==> src/rtl/xing_count_pkg.sv <==
package xing_count_pkg;

   // clear sources, each qualified by its own enable
   typedef struct packed {
      logic hold;    // level-sensitive force
      logic tmg;     // timing reset pulse
      logic init;    // initialize pulse
   } clr_src_t;

   localparam int unsigned CLR_SRC_N = $bits(clr_src_t);

   function automatic logic any_clear(clr_src_t req, clr_src_t en);
      clr_src_t q;
      q = req & en;
      return |q;
   endfunction

endpackage

==> src/rtl/xing_clr_merge.sv <==
module xing_clr_merge
   import xing_count_pkg::*;
(
   input  clr_src_t req_i,
   input  clr_src_t en_i,
   output logic     clr_o
);
   assign clr_o = any_clear(req_i, en_i);
endmodule

==> src/rtl/xing_mark_delay.sv <==
module xing_mark_delay #(
   parameter int unsigned STAGES = 26
) (
   input  logic clk,
   input  logic rst_n,
   input  logic flush_i,
   input  logic mark_i,
   input  logic sel_i,
   output logic mark_o
);
   logic delayed;

   generate
      if (STAGES == 0) begin : g_bypass
         assign delayed = mark_i;
      end else if (STAGES == 1) begin : g_single
         logic q;
         always_ff @(posedge clk or negedge rst_n) begin
            if (!rst_n)       q <= 1'b0;
            else if (flush_i) q <= 1'b0;
            else              q <= mark_i;
         end
         assign delayed = q;
      end else begin : g_chain
         logic [STAGES-1:0] sr;
         always_ff @(posedge clk or negedge rst_n) begin
            if (!rst_n)       sr <= '0;
            else if (flush_i) sr <= '0;
            else              sr <= {sr[STAGES-2:0], mark_i};
         end
         assign delayed = sr[STAGES-1];
      end
   endgenerate

   assign mark_o = sel_i ? delayed : mark_i;
endmodule

==> src/rtl/xing_tt_counter.sv <==
module xing_tt_counter #(
   parameter int unsigned TICK_W = 8,
   parameter int unsigned TURN_W = 32
) (
   input  logic              clk,
   input  logic              rst_n,
   input  logic              clr_i,
   input  logic              mark_i,
   output logic [TICK_W-1:0] tick_o,
   output logic [TURN_W-1:0] turn_o,
   output logic              armed_o
);
   localparam logic [TICK_W-1:0] TICK_ONE = TICK_W'(1);
   localparam logic [TICK_W-1:0] TICK_TOP = '1;
   localparam logic [TURN_W-1:0] TURN_ONE = TURN_W'(1);

   logic [TICK_W-1:0] tick_q;
   logic [TURN_W-1:0] turn_q;
   logic              armed_q;

   always_ff @(posedge clk or negedge rst_n) begin
      if (!rst_n) begin
         tick_q  <= '0;
         turn_q  <= '0;
         armed_q <= 1'b0;
      end else if (clr_i) begin
         tick_q  <= '0;
         turn_q  <= '0;
         armed_q <= 1'b0;
      end else if (mark_i) begin
         tick_q  <= TICK_ONE;
         turn_q  <= armed_q ? turn_q + TURN_ONE : TURN_ONE;
         armed_q <= 1'b1;
      end else if (armed_q && (tick_q != TICK_TOP)) begin
         tick_q  <= tick_q + TICK_ONE;
      end
   end

   assign tick_o  = tick_q;
   assign turn_o  = turn_q;
   assign armed_o = armed_q;
endmodule

==> src/rtl/xing_count_top.sv <==
module xing_count_top
   import xing_count_pkg::*;
#(
   parameter int unsigned TICK_W       = 8,
   parameter int unsigned TURN_W       = 32,
   parameter int unsigned HUB_W        = 16,
   parameter int unsigned DELAY_STAGES = 26
) (
   input  logic              clk,
   input  logic              rst_n,
   input  logic              turn_mark_i,
   input  logic              init_i,
   input  logic              tmg_rst_i,
   input  logic              cfg_delay_sel_i,
   input  logic              cfg_tmg_rst_en_i,
   input  logic              cfg_force_rst_i,
   input  logic              cfg_init_rst_en_i,
   output logic [TICK_W-1:0] tick_o,
   output logic [TURN_W-1:0] turn_o,
   output logic [HUB_W-1:0]  hub_turn_o,
   output logic              valid_o
);
   generate
      if (HUB_W > TURN_W) begin : g_bad_hub
         $error("HUB_W must not exceed TURN_W");
      end
      if (TICK_W < 2) begin : g_bad_tick
         $error("TICK_W must be at least 2");
      end
   endgenerate

   clr_src_t clr_req, clr_en;
   logic     clr_any;
   logic     mark_sel;

   assign clr_req = '{hold: cfg_force_rst_i, tmg: tmg_rst_i, init: init_i};
   assign clr_en  = '{hold: 1'b1, tmg: cfg_tmg_rst_en_i, init: cfg_init_rst_en_i};

   xing_clr_merge u_clr (
      .req_i (clr_req),
      .en_i  (clr_en),
      .clr_o (clr_any)
   );

   xing_mark_delay #(.STAGES(DELAY_STAGES)) u_dly (
      .clk     (clk),
      .rst_n   (rst_n),
      .flush_i (clr_any),
      .mark_i  (turn_mark_i),
      .sel_i   (cfg_delay_sel_i),
      .mark_o  (mark_sel)
   );

   xing_tt_counter #(.TICK_W(TICK_W), .TURN_W(TURN_W)) u_cnt (
      .clk     (clk),
      .rst_n   (rst_n),
      .clr_i   (clr_any),
      .mark_i  (mark_sel),
      .tick_o  (tick_o),
      .turn_o  (turn_o),
      .armed_o (valid_o)
   );

   assign hub_turn_o = turn_o[HUB_W-1:0];
endmodule

==> config.mk <==
export PLATFORM = sky130hd
export DESIGN_NAME = xing_count_top
export DESIGN_NICKNAME = d
export VERILOG_FILES = /design/src/rtl/xing_count_pkg.sv /design/src/rtl/xing_clr_merge.sv /design/src/rtl/xing_mark_delay.sv /design/src/rtl/xing_tt_counter.sv /design/src/rtl/xing_count_top.sv
export SDC_FILE = /design/constraint.sdc
export NUM_CORES = 1
export LEC_CHECK = 0
export CAP_MARGIN = 10
export CORE_MARGIN = 2
export CORE_UTILIZATION = 30
export CTS_CLUSTER_DIAMETER = 200
export CTS_CLUSTER_SIZE = 30
export DETAILED_ROUTE_END_ITERATION = 6
export GPL_TIMING_DRIVEN = 0
export PLACE_DENSITY = 0.5
export SLEW_MARGIN = 15
export SYNTH_ARGS = -nofsm -noshare
export SYNTH_HDL_FRONTEND = slang
export SYNTH_SLANG_ARGS = --single-unit
==> constraint.sdc <==
create_clock -name clk -period 2.6 [get_ports clk]
set_input_delay 0.52 -clock clk [delete_from_list [all_inputs] [get_ports clk]]
set_output_delay 0.52 -clock clk [all_outputs]
set_load 0.05 [all_outputs]
==> impl_results.md <==
- Post-Syn Area: 0.00333 mm2
- Via count: 2961
- Largest family of logic cells by synthesized area: simple AND/OR/NAND/NOR gates
- Final worst path period share: 0.941
- Area grow syn2layout: 33.7%
- Top FF cell, synth: dfrtp_1
- Most used routing layer: met2
- Compound-cell area share of the yosys netlist: 0.172
- Count leader, synth: dfrtp_1
- Synth Area in Adders: 0.00751
- Clk slew on worst S/H paths: 0.07 ns
- # IOs: 66
- #FFs+latches synth: 67
- RSZ-0062 raised after global routing: no
- CTS tree: yes
- Worst reg2reg startpoint: u_cnt.turn_o[0]
- Final slew viol count: 0
- Layout fillers: 1111
- Longest Clk Path Bufs: 2
- Drt drc: 0
- Placed cells: 542
- Met1 Track Usage GR: 0.210
- Multiplexer area fraction after synthesis: 0.00939
- Hold crit path type: in2async
- Relative slew slack: 0.290
- Synth warnings: 0
- Max frequency: 409 MHz
- Nets@finish: 424
- Post-synth top cells: 67 x dfrtp_1, 26 x and2_1, 23 x nand2_1, 20 x nor2_1, 18 x o21ai_0
- Hold_buf cts: 0
- Simple logic cell fraction of the synthesized area: 0.236
- Ant diodes: 0
- GR Layer Usage met3: 0.0391
- Post-CTS Resized: 0
- Gr ovfl total: 0
- Final ANT Viol Nets: 0
- FP Rows: 38
- CP startpoint kind: input pin
- Critical path class: in2reg
- Largest net degree at the start of global routing: 44
- Tightest Pin Transition: 1.06 ns
- Synth area leaders: dfrtp_1 50%, and2_1 4.9%, buf_4 3.8%
- Post-synth EDFFs: 0
- Place WS: -0.341 ns
- First-pass GRT wire length: 14.1 mm
- Number of global-route vias before repair: 2746
- Die ar.: 0.0120 mm2
- Placer Congestion: 0.770
- Drt pass-1 iters: 5
- Total track usage: 0.156
- Cell variety after synth: 51
- Ys async rst share: 1.00
- Met2 usage: 0.242
- Vias per cell: 5.31
- Post-DP HPWL: 6.06 mm
- Fin Setup TNS: 0 ns
- Layout cell share with drive strength beyond 1: 0.129
- Synth Area in XOR/XNOR: 0.00526
- Fin cells: 558
- WL per Instance: 16.0 um
- R2r worst-path depth: 5
- WP data required: 2.88 ns
- Area leader, netlist: dfrtp_1
- Die height: 109 um
- Total setup buffers inserted after CTS: 0
- Mean Syn Cell Area: 9.91 um2
- Buffers on Ports: 65
- Die Wd: 109 um
- Reg2reg end: u_cnt.turn_o[16]
- Initial DRC Count: 150
- Status: completed
- CTS sink count: 67
- Cells after Synth: 336
- H-tree level count: 3
- Setup violators final: 0
- CP endpoint kind: register
- Initial antenna violation count: 0
- Endpoints failing hold: 0
- Maximum vdd ir drop: 0.000295 V
- Setup WS post-layout: 0.154 ns
- CP max FO: 10
- Net Count, Synth: 347
- Routed wire length: 8.90 mm
- Static leakage: 1.88 nW
- Final clock skew: 0.00696 ns
- Seq/Total Area, Yosys: 0.503
- CTS Buf Count: 9
- Clock latency at the later pin of the worst-skew pair: 0.35 ns
- Crit path time final: 2.45 ns
- Power Dens Cells: 526 mW/mm2
- Worst EP arrival: 2.73 ns
- Initial core utilization: 0.307
- CTS Root Cell: clkbuf_8
- Reg2reg setup slack: 0.22 ns
- Synth top area share: 0.503
- Max-cap violations: 0
- Core area: 0.0108 mm2
## per-layer routing
layer	up-vias	routed length (um)
met5	-	0
met4	0	146
met3	23	494
met2	99	4120
met1	1449	4140
li1	1390	-
## power breakdown
group / switching (mW) / internal (mW) / total, mW / leakage [nW]
clock: 0.442 / 0.738 / 1.18 / 0.131
sequential: 0.00434 / 1.04 / 1.05 / 0.935
combinational: 0.0754 / 0.0356 / 0.111 / 0.816
total: 0.522 / 1.82 / 2.34 / 1.88
## worst max path at each step
stage	slack (ns)	from	end	cells past startpoint
floorplan	0.15	u_cnt.turn_o[0]	u_cnt.turn_o[22]	6
global placement	-1.33	rst_n	u_cnt.tick_o[3]	1
detailed placement	-0.34	init_i	u_cnt.turn_o[7]	7
CTS	0.02	init_i	u_cnt.turn_o[7]	7
global route	0.03	init_i	u_cnt.turn_o[20]	7
finish	0.15	init_i	u_cnt.turn_o[27]	7
## final cells by class
cell class | instances | area, um2 | area share
timing repair buffer | 66 | 676 | 0.152
sequential | 67 | 1680 | 0.377
tap | 140 | 175 | 0.0393
inverter | 5 | 18.8 | 0.00421
buffer | 33 | 203 | 0.0455
clock buffer | 10 | 128 | 0.0287
clock inverter | 6 | 138 | 0.0309
multi-input combinational | 231 | 1440 | 0.323
## state kept, by name (all words and copies together), names as in the netlist
| register | flops |
|---|---|
| u_cnt.turn_o | 32 |
| u_cnt.tick_o | 8 |
| u_cnt.armed_o | 1 |
| u_dly.g_chain.sr | 26 |
## critical path, stage by stage
cell,delay [ns]
clkdlybuf4s50_1,0.44
a221oi_2,0.46
and3_1,0.21
buf_2,0.24
buf_1,0.51
nand4_1,0.18
nand3_1,0.15
## metrics by stage
step	instance area [um2]	power [mW]	utilization	hold WS, ns
2_1_floorplan	3330	1.12	-	0.224
3_3_place_gp	4160	1.18	0.383	0.433
3_5_place_dp	4180	1.18	0.386	0.436
4_1_cts	4450	2.37	0.410	0.0686
5_1_grt	4450	2.41	0.411	0.0851
6_report	4450	2.34	0.411	0.0719
## placed cells by master, fill, tap and decap left out, types with 2 or more instances in the layout
master	n
nand2_1	23
o22a_1	2
buf_2	4
and2_1	26
clkbuf_8	10
and3_1	9
clkbuf_1	11
xor2_1	2
nand4_1	11
clkinv_4	2
a21oi_1	11
ha_1	2
nor4_1	8
dfrtp_1	67
inv_1	5
mux2i_1	2
a21o_1	4
nor3_1	13
a31oi_1	16
o21ai_0	18
a41oi_1	7
or4_1	4
bufinv_16	4
nand3_1	13
o21a_1	2
a31o_2	2
o211ai_1	3
clkdlybuf4s50_1	64
nor2_1	20
buf_4	18
a22o_1	6
o31a_2	2
a221o_1	2
or3_1	4
## cell families (layout without fill, tap and decap cells)
logic type	count (synthesis)	after routing
xor gates and xnor gates	2	2
DFF	67	67
and+or+nand+nor	141	141
muxes	3	3
adders and majority gates	2	2
buffers and inverters	38	120
AOI/OAI and AO/OA	83	83
(Power assumes the default switching activity.)
